<file path="src/rtl/cmptmr_pkg.sv">
`timescale 1ns/1ps
package cmptmr_pkg;
   localparam int NUM_IN = 4;

   localparam logic [1:0] A_CTRL = 2'd0;
   localparam logic [1:0] A_PRE  = 2'd1;
   localparam logic [1:0] A_CMP  = 2'd2;
   localparam logic [1:0] A_CNT  = 2'd3;

   // control register bit positions
   localparam int B_RUN   = 0;
   localparam int B_PULSE = 1;
   localparam int B_FREE  = 2;
   localparam int B_IRQE  = 3;
   localparam int B_DMAE  = 4;
   localparam int B_POL   = 5;
   localparam int B_PSEL  = 6;
   localparam int B_FLAG  = 15;

   // prescale register bit positions (code occupies the low bits)
   localparam int B_BYP   = 4;
   localparam int B_CSEL  = 5;
endpackage

</file>
<file path="src/rtl/cmptmr_prescale.sv">
`timescale 1ns/1ps
module cmptmr_prescale #(
   parameter int CODE_W = 4
) (
   input  logic              clk,
   input  logic              rst_n,
   input  logic              clr,
   input  logic              src_tick,
   input  logic [CODE_W-1:0] code,
   output logic              tick
);
   localparam int PS_W = 1 << CODE_W;

   if (CODE_W < 1 || CODE_W > 4) begin : g_bad_code
      $error("cmptmr_prescale: CODE_W must be 1..4");
   end

   logic [PS_W-1:0]   div_q;
   logic [PS_W-1:0]   lim;
   logic [CODE_W:0]   sh;

   always_comb begin
      sh   = {1'b0, code} + (CODE_W+1)'(1);
      lim  = ~({PS_W{1'b1}} << sh);
      tick = src_tick && (div_q == lim);
   end

   always_ff @(posedge clk or negedge rst_n) begin
      if (!rst_n)        div_q <= '0;
      else if (clr)      div_q <= '0;
      else if (src_tick) div_q <= tick ? '0 : div_q + PS_W'(1);
   end

   AST_PRE_CLR: assert property (@(posedge clk) disable iff (!rst_n)
      clr |=> (div_q == '0));
   AST_PRE_STEP: assert property (@(posedge clk) disable iff (!rst_n)
      (!clr && src_tick && !tick) |=> (div_q == $past(div_q) + PS_W'(1)));
endmodule

</file>
<file path="src/rtl/cmptmr_glitch.sv">
`timescale 1ns/1ps
module cmptmr_glitch #(
   parameter int CODE_W = 4
) (
   input  logic              clk,
   input  logic              rst_n,
   input  logic              clr,
   input  logic              sample,
   input  logic              raw,
   input  logic [CODE_W-1:0] code,
   output logic              level
);
   localparam int PS_W = 1 << CODE_W;

   if (CODE_W < 1 || CODE_W > 4) begin : g_bad_code
      $error("cmptmr_glitch: CODE_W must be 1..4");
   end

   logic [PS_W-1:0] run_q;
   logic [PS_W-1:0] lim;

   always_comb lim = ~({PS_W{1'b1}} << code);

   always_ff @(posedge clk or negedge rst_n) begin
      if (!rst_n) begin
         level <= 1'b0;
         run_q <= '0;
      end else if (clr) begin
         level <= 1'b0;
         run_q <= '0;
      end else if (sample) begin
         if (raw == level) begin
            run_q <= '0;
         end else if (run_q == lim) begin
            level <= raw;
            run_q <= '0;
         end else begin
            run_q <= run_q + PS_W'(1);
         end
      end
   end

   AST_FLT_HOLD: assert property (@(posedge clk) disable iff (!rst_n)
      (!clr && !sample) |=> $stable(level));
   AST_FLT_AGREE: assert property (@(posedge clk) disable iff (!rst_n)
      (!clr && sample && (raw == level)) |=> (run_q == '0));
endmodule

</file>
<file path="src/rtl/cmp_timer.sv">
`timescale 1ns/1ps
module cmp_timer
   import cmptmr_pkg::*;
#(
   parameter int CNT_W      = 16,
   parameter int CODE_W     = 4,
   parameter bit HAS_FILTER = 1'b1
) (
   input  logic             clk,
   input  logic             rst_n,
   input  logic             bus_wr,
   input  logic [1:0]       bus_addr,
   input  logic [CNT_W-1:0] bus_wdata,
   output logic [CNT_W-1:0] bus_rdata,
   input  logic [3:0]       src_en,
   input  logic [3:0]       pin_in,
   output logic             trig_o,
   output logic             irq_o,
   output logic             dma_req_o
);
   localparam int SEL_W = $clog2(NUM_IN);

   if (CNT_W < 16) begin : g_bad_width
      $error("cmp_timer: CNT_W must be at least 16");
   end
   if (CODE_W < 1 || CODE_W > 4) begin : g_bad_code
      $error("cmp_timer: CODE_W must be 1..4");
   end

   logic             run_q, pulse_q, free_q, irqe_q, dmae_q, pol_q, byp_q;
   logic [SEL_W-1:0] psel_q, csel_q;
   logic [CODE_W-1:0] code_q;
   logic [CNT_W-1:0] cmp_q, cnt_q, snap_q;
   logic             flag_q, trig_q, lvl_q;

   logic wr_ctrl, wr_pre, wr_cmp, wr_cnt;
   logic src_tick, raw, pre_tick, flt_level, use_raw, level, edge_hit;
   logic count_tick, match, flag_set, flag_clr;
   logic unused_wdata;

   assign wr_ctrl = bus_wr && (bus_addr == A_CTRL);
   assign wr_pre  = bus_wr && (bus_addr == A_PRE);
   assign wr_cmp  = bus_wr && (bus_addr == A_CMP);
   assign wr_cnt  = bus_wr && (bus_addr == A_CNT);
   assign unused_wdata = ^bus_wdata;

   assign src_tick = src_en[csel_q];
   assign raw      = pin_in[psel_q] ^ pol_q;

   // configuration registers, locked fields only move while stopped
   always_ff @(posedge clk or negedge rst_n) begin
      if (!rst_n) begin
         run_q   <= 1'b0;
         pulse_q <= 1'b0;
         free_q  <= 1'b0;
         irqe_q  <= 1'b0;
         dmae_q  <= 1'b0;
         pol_q   <= 1'b0;
         psel_q  <= '0;
         code_q  <= '0;
         byp_q   <= 1'b0;
         csel_q  <= '0;
         cmp_q   <= '0;
      end else begin
         if (wr_ctrl) begin
            run_q  <= bus_wdata[B_RUN];
            free_q <= bus_wdata[B_FREE];
            irqe_q <= bus_wdata[B_IRQE];
            dmae_q <= bus_wdata[B_DMAE];
            if (!run_q) begin
               pulse_q <= bus_wdata[B_PULSE];
               pol_q   <= bus_wdata[B_POL];
               psel_q  <= bus_wdata[B_PSEL +: SEL_W];
            end
         end
         if (wr_pre && !run_q) begin
            code_q <= bus_wdata[CODE_W-1:0];
            byp_q  <= bus_wdata[B_BYP];
            csel_q <= bus_wdata[B_CSEL +: SEL_W];
         end
         if (wr_cmp) cmp_q <= bus_wdata;
      end
   end

   cmptmr_prescale #(.CODE_W(CODE_W)) u_pre (
      .clk      (clk),
      .rst_n    (rst_n),
      .clr      (!run_q || pulse_q),
      .src_tick (src_tick),
      .code     (code_q),
      .tick     (pre_tick)
   );

   if (HAS_FILTER) begin : g_flt
      cmptmr_glitch #(.CODE_W(CODE_W)) u_flt (
         .clk    (clk),
         .rst_n  (rst_n),
         .clr    (!run_q || !pulse_q),
         .sample (src_tick),
         .raw    (raw),
         .code   (code_q),
         .level  (flt_level)
      );
   end else begin : g_noflt
      assign flt_level = raw;
   end

   assign use_raw  = byp_q || (code_q == '0) || !HAS_FILTER;
   assign level    = use_raw ? raw : flt_level;
   assign edge_hit = level && !lvl_q;

   always_ff @(posedge clk or negedge rst_n) begin
      if (!rst_n)                 lvl_q <= 1'b0;
      else if (!run_q || !pulse_q) lvl_q <= 1'b0;
      else                        lvl_q <= level;
   end

   assign count_tick = run_q && (pulse_q ? edge_hit : (byp_q ? src_tick : pre_tick));
   assign match      = (cnt_q == cmp_q);
   assign flag_set   = count_tick && match;
   assign flag_clr   = wr_ctrl && bus_wdata[B_FLAG];

   always_ff @(posedge clk or negedge rst_n) begin
      if (!rst_n) begin
         cnt_q  <= '0;
         flag_q <= 1'b0;
         trig_q <= 1'b0;
         snap_q <= '0;
      end else begin
         if (!run_q)
            cnt_q <= '0;
         else if (count_tick)
            cnt_q <= (match && !free_q) ? '0 : cnt_q + CNT_W'(1);
         flag_q <= flag_set || (flag_q && !flag_clr);
         trig_q <= flag_set;
         if (wr_cnt) snap_q <= cnt_q;
      end
   end

   always_comb begin
      bus_rdata = '0;
      case (bus_addr)
         A_CTRL: begin
            bus_rdata[B_RUN]             = run_q;
            bus_rdata[B_PULSE]           = pulse_q;
            bus_rdata[B_FREE]            = free_q;
            bus_rdata[B_IRQE]            = irqe_q;
            bus_rdata[B_DMAE]            = dmae_q;
            bus_rdata[B_POL]             = pol_q;
            bus_rdata[B_PSEL +: SEL_W]   = psel_q;
            bus_rdata[B_FLAG]            = flag_q;
         end
         A_PRE: begin
            bus_rdata[CODE_W-1:0]        = code_q;
            bus_rdata[B_BYP]             = byp_q;
            bus_rdata[B_CSEL +: SEL_W]   = csel_q;
         end
         A_CMP:   bus_rdata = cmp_q;
         default: bus_rdata = snap_q;
      endcase
   end

   assign trig_o    = trig_q;
   assign irq_o     = flag_q && irqe_q;
   assign dma_req_o = flag_q && dmae_q;

   AST_TRIG_FLAG: assert property (@(posedge clk) disable iff (!rst_n)
      trig_o |-> flag_q);
   AST_FLAG_STICKY: assert property (@(posedge clk) disable iff (!rst_n)
      (flag_q && !flag_clr) |=> flag_q);
   AST_CNT_STEP: assert property (@(posedge clk) disable iff (!rst_n)
      (count_tick && !match) |=> (cnt_q == $past(cnt_q) + CNT_W'(1)));
   AST_MATCH_ZERO: assert property (@(posedge clk) disable iff (!rst_n)
      (count_tick && match && !free_q) |=> (cnt_q == '0));
   AST_CFG_LOCK: assert property (@(posedge clk) disable iff (!rst_n)
      (run_q && bus_wr) |=> ($stable(code_q) && $stable(csel_q) && $stable(byp_q)
                             && $stable(pulse_q) && $stable(psel_q) && $stable(pol_q)));
   AST_IDLE_ZERO: assert property (@(posedge clk) disable iff (!rst_n)
      !run_q |=> (cnt_q == '0));
   AST_SNAP_HOLD: assert property (@(posedge clk) disable iff (!rst_n)
      !wr_cnt |=> $stable(snap_q));
endmodule

</file>
<file path="config.mk">
export PLATFORM = sky130hd
export DESIGN_NAME = cmp_timer
export DESIGN_NICKNAME = d
export VERILOG_FILES = /design/src/rtl/cmptmr_pkg.sv /design/src/rtl/cmptmr_prescale.sv /design/src/rtl/cmptmr_glitch.sv /design/src/rtl/cmp_timer.sv
export SDC_FILE = /design/constraint.sdc
export NUM_CORES = 1
export LEC_CHECK = 0
export ABC_AREA = 1
export CAP_MARGIN = 10
export CORE_ASPECT_RATIO = 1.5
export CORE_UTILIZATION = 36
export CTS_BUF_LIST = sky130_fd_sc_hd__clkbuf_4
export CTS_CLUSTER_DIAMETER = 30
export CTS_CLUSTER_SIZE = 16
export DETAILED_ROUTE_END_ITERATION = 10
export PLACE_DENSITY = 0.5
export SLEW_MARGIN = 25
export SYNTH_ARGS = -nofsm -noshare
export SYNTH_HDL_FRONTEND = slang
export SYNTH_SLANG_ARGS = --single-unit
export TNS_END_PERCENT = 20
</file>
<file path="constraint.sdc">
create_clock -name clk -period 5.9 [get_ports clk]
set_clock_uncertainty 0.05 [all_clocks]
set_input_delay 1.475 -clock clk [delete_from_list [all_inputs] [get_ports clk]]
set_output_delay 1.475 -clock clk [all_outputs]
set_load 0.01 [all_outputs]
</file>
Word level (Yosys, flattened, before mapping):

Index checks and enable logic that the tools add are counted.
W data, S select, Z words.

* register bits after elaboration: 99
* input port bits: 29
* word-level logic and storage cells: 97

* add/sub/neg operators: 4
* magnitude comparators: 2
* eq/ne operators: 9
* shift-type cells: 2
* mux-type cells: 26
* bitwise logic cells: 4
* reduce and logical (&&, ||, !) cells: 31

Operator list (number)
* $mux W16: 10
* $add A16 B1 Y16 const B: 3
* $eq A16 B16 Y1: 3
* $not A16 Y16: 2
* $pmux W7 S3: 1
* $shl A16 B4 Y16 const A: 1
* $shl A16 B5 Y16 const A: 1
* $logic_and A1 B1 Y1: 14
* $pmux W7 S2: 1
* $mux W1: 10
* $lt A2 B3 Y1 const B: 2
* $pmux W1 S3: 2
* $reduce_bool A2 Y1: 3
* $add A4 B1 Y5 const B: 1
* $logic_not A1 Y1: 5
* $bmux W1 S2: 2
* $eq A2 B2 Y1 const B: 2
* $logic_not A4 Y1: 1
* $logic_or A1 B1 Y1: 4
* $ne A2 B1 Y1 const B: 2
* $reduce_and A3 Y1: 1
* $eq A2 B1 Y1 const B: 1
* $logic_not A2 Y1: 1
* $reduce_and A2 Y1: 1
* 4 further kinds: 4

Logic depth before layout (Yosys ltp):

* depth in word-level cells: 10
* depth in mapped cells: 20
* depth with buffers taken out: 19

By module:

From an unflattened synthesis, not the netlist that was laid out.

* cell total of the unflattened synthesis: 1031
* area, all modules: 6817.8 um2

Modules (own cells, without submodules)
* cmp_timer: times used 1, cells each 536, area each 3803.6 um2, sequential area each 1651.6 um2
* cmptmr_prescale: times used 1, cells each 268, area each 1554.0 um2, sequential area each 400.4 um2
* cmptmr_glitch: times used 1, cells each 227, area each 1460.2 um2, sequential area each 425.4 um2

Worst setup path after synthesis:

Ideal clock, no wire load.

* kind: input port to output port
* from: input port bus_addr[1]
* to: output port bus_rdata[0]
* arrival: 2169 ps
* required time: 4375 ps
* slack: 2206 ps
* cell stages on the path: 5
* path buffers: 1
* cells stage by stage: inv_1 > nor2_1 > clkbuf_1 > nand2_1 > o2111ai_1

* cells in the longest elaborated chain, start to end: 2

RTL lines
* start, declared: RTL line cmp_timer.sv:12 `input logic [1:0] bus_addr,`
* $eq A2 B2 Y1, or another cell as far along: RTL line cmp_timer.sv:142 `case (bus_addr)`
* $pmux W7 S3 (*): RTL line cmp_timer.sv:142
* end, declared: RTL line cmp_timer.sv:14 `output logic [CNT_W-1:0] bus_rdata,`

Mark *: on every way between the ends. The rest lies on a longest branch, timed or not.

Worst setup path in the final report:

* from: input port bus_addr[1]
* to: output port bus_rdata[3]

The elaborated chain is that of the path after synthesis.

==> metrics.yaml <==
power:
  p_sw_share_pct: 40.9
  p_leak_nw: 3.15
  pwr_density_cell_nw_per_um2: 260
  irDropWorstVdd_v: 0.0000934
  power_frac_seq_pct: 47.0
  comb_power_share_pct: 34.0
  p_int_mw: 1.04
  pwr-share-clk_pct: 19.0
  netSwitchingPower_uw: 724
floorplanning:
  dieArea_um2: 17300
  pin_count: 48
  fp.dieW_um: 108
  initial_utilization_pct: 37.1
  die_h_um: 161
  coreArea_um2: 16300
  placementRows: 57
setup_path:
  crit_path_end_kind: "primary output"
  crit_path_max_fanout: 6
  required_ps: 4380
  rrSetupSlack_ps: 2680
  crit_type: "input pin to primary output"
  max_stage_delay_ps: 540
  cp-start-kind: "input pin"
  reg2reg_from: "code_q[1]$_DFFE_PN0P_"
  rr_endpoint: "u_pre.div_q[15]$_DFFE_PN0P_"
  crit_arrival_ps: 3570
  crit_chain: "clkdlybuf4s50_1 > inv_1 > nor2_1 > inv_1 > o22ai_1 > a21oi_1 > nand2_1 > clkdlybuf4s50_1"
  r2r_cells: 16
  crit_path_top_delay_cell: "clkdlybuf4s50_1"
synth:
  synthCells: 828
  ys_warn_count: 0
  synth-seq-cells: 99
  yosys.area.top_type: "dfrtp_1"
  synth.avg_cell_area_um2: 7.29
  synth_top_area_share_pct: 41.1
  synth_commonest_cells: "222 x nand2_1, 99 x dfrtp_1, 99 x inv_1, 86 x nor2_1, 62 x o21ai_0"
  synthArstFlopShare_pct: 100
  syn-num-nets: 866
  synthDistinctLibCells: 35
  synth-edff-count: 0
  synth_area_um2: 6030
  ys_seq_area_share_pct: 41.1
  synth_flop_cell: "dfrtp_1"
  synth_most_common_cell: "nand2_1"
  ys_top_cells_by_area: "dfrtp_1 41%, nand2_1 14%, xor2_1 6.2%"
timing:
  setup_viol: 0
  fmax_mhz: 196
  timing.final.hold_violations: 0
  slew_violations: 0
  relSlewSlack_pct: 35.7
  min_period_ps: 5090
  tns_ps: 0
  post-route-period-util_pct: 86.3
  rsz0062_at_grt: "no"
  worst_slew_pin_slew_ps: 963
global_route:
  first_global_vias: 5509
  antenna_found_initial: 1
  grt.total_usage_pct: 21.3
  grt_pass1_wl_um: 28000
  grt_max_degree: 69
  overflow: 0
cts:
  clk_path_buf_depth: 2
  htreeDepth: 3
  clkTransAtPathRegs_ps: 160
  cts_tree: "yes"
  cts-root-buf: "clkbuf_4"
  clock-sinks: 99
  cts-buffers-inserted: 9
  post_cts_buffers: 0
  cts_resized: 0
  cts_hold_buf: 0
  clock_latency_ps: 480
hold_path:
  min_from: "csel_q[1]$_DFFE_PN0P_"
  min_to: "csel_q[1]$_DFFE_PN0P_"
  hold_path.class: "flip-flop to flip-flop"
  hold_depth: 2
detailed_routing:
  routed_wl_um: 17400
  drc_errors: 0
  routedWlPerCell_um: 16.1
  dr.pass1.iters: 5
  viasPerCell: 5.15
  drtAntennaViolNets: 0
  vias: 5548
  drt-initial-drc-count: 255
placement:
  dp_hpwl_um: 13100
  portBuffers: 47
  dp.cells: 1061
  routabilityCongestion: 0.846
status:
  status: "completed"
finish:
  final_nets: 904
  syn_to_final_growth_pct: 12.5
  fin_cells: 1078
  final_layout_size_suffix_gt1_share_pct: 4.82
flow_run:
  drv_cap: 0
power by group through the flow:
stage	combinational, mW	sequential [mW]	clock [mW]
4_1_cts	0.606	0.830	0.349
3_3_place_gp	0.598	0.843	0
2_1_floorplan	0.445	0.803	0
6_report	0.602	0.832	0.335
5_1_grt	0.683	0.841	0.372
3_5_place_dp	0.603	0.843	0
worst max-delay path, delay by kind of cell:
| family | cells | cell delay (ps) |
|---|---|---|
| AO/OA/AOI/OAI | 2 | 280 |
| AND/OR/NAND/NOR | 2 | 450 |
| buffers and inverters | 4 | 1350 |
metrics by stage:
stage	hold WS [ps]	total power [mW]	worst slack (ps)	util [%]	area, um^2
final	458	1.77	807	41.8	6790
after global routing	473	1.90	668	41.8	6790
after CTS	459	1.79	824	41.8	6790
after detailed placement	423	1.45	837	41.1	6680
after global placement	416	1.44	929	41.1	6680
after floorplan	403	1.25	2210	-	6030
layout by cell type (no fill, tap or decap), types with 2 or more instances in the layout:
cell and n:
nand2_1 222, inv_1 99, dfrtp_1 99, nor2_1 86, o21ai_0 62, nand3_1 54
clkdlybuf4s50_1 46, xor2_1 43, a21oi_1 27, nand4_1 25, o22ai_1 16, nor3_1 13
ha_1 9, clkbuf_4 9, inv_2 7, o2111ai_1 5, mux2_2 5, buf_4 5
clkinv_1 4, a22o_1 4, xnor2_1 4, or2_2 3, nand2_2 2, nand2_4 2
nand3_2 2, nand3b_1 2, o21a_1 2, nor4_1 2, nor3b_1 2, clkinvlp_4 2
clkinv_4 2
layout make-up:
cell class	instances	area [um^2]
clock inverters	7	45.0
fillers	1721	9470
repair buffers	51	498
flip-flops and latches	99	2480
multi-input cells	597	3040
diodes	1	2.50
inverters	108	405
well taps	206	258
clock buffers	9	67.6
sequential cells by signal, summed over array words and instances, names as in the netlist:
signal             count
cnt_q                 16
psel_q                 2
g_flt.u_flt.run_q     16
run_q                  1
csel_q                 2
free_q                 1
pulse_q                1
flag_q                 1
lvl_q                  1
dmae_q                 1
code_q                 4
byp_q                  1
cmp_q                 16
trig_o                 1
irqe_q                 1
pol_q                  1
g_flt.u_flt.level      1
snap_q                16
u_pre.div_q           16
layer usage:
| metal | wire length [um] | global-route usage (%) |
|---|---|---|
| met5 | 0 | 0 |
| met4 | 475 | 7.85 |
| met3 | 533 | 2.96 |
| met2 | 9400 | 39.9 |
| met1 | 6970 | 23.8 |
cell families after synthesis:
kind of cell             synth area share, %
flip-flops                              41.1
XOR/XNOR                                6.82
AO/OA/AOI/OAI                           11.0
buffers and inverters                   8.60
AND/OR/NAND/NOR                         29.7
adder cells (fa/ha/maj)                 1.87
multiplexers                           0.933
how the worst max path moves through the flow:
stage	startpoint	end	slack [ps]	cells after the start
finish	bus_addr[1]	bus_rdata[3]	810	8
global route	bus_addr[1]	bus_rdata[3]	670	8
CTS	bus_addr[1]	bus_rdata[3]	820	8
detailed placement	bus_addr[1]	bus_rdata[3]	840	8
global placement	bus_addr[1]	bus_rdata[3]	930	8
floorplan	bus_addr[1]	bus_rdata[0]	2210	5
(Power assumes the default switching activity.)
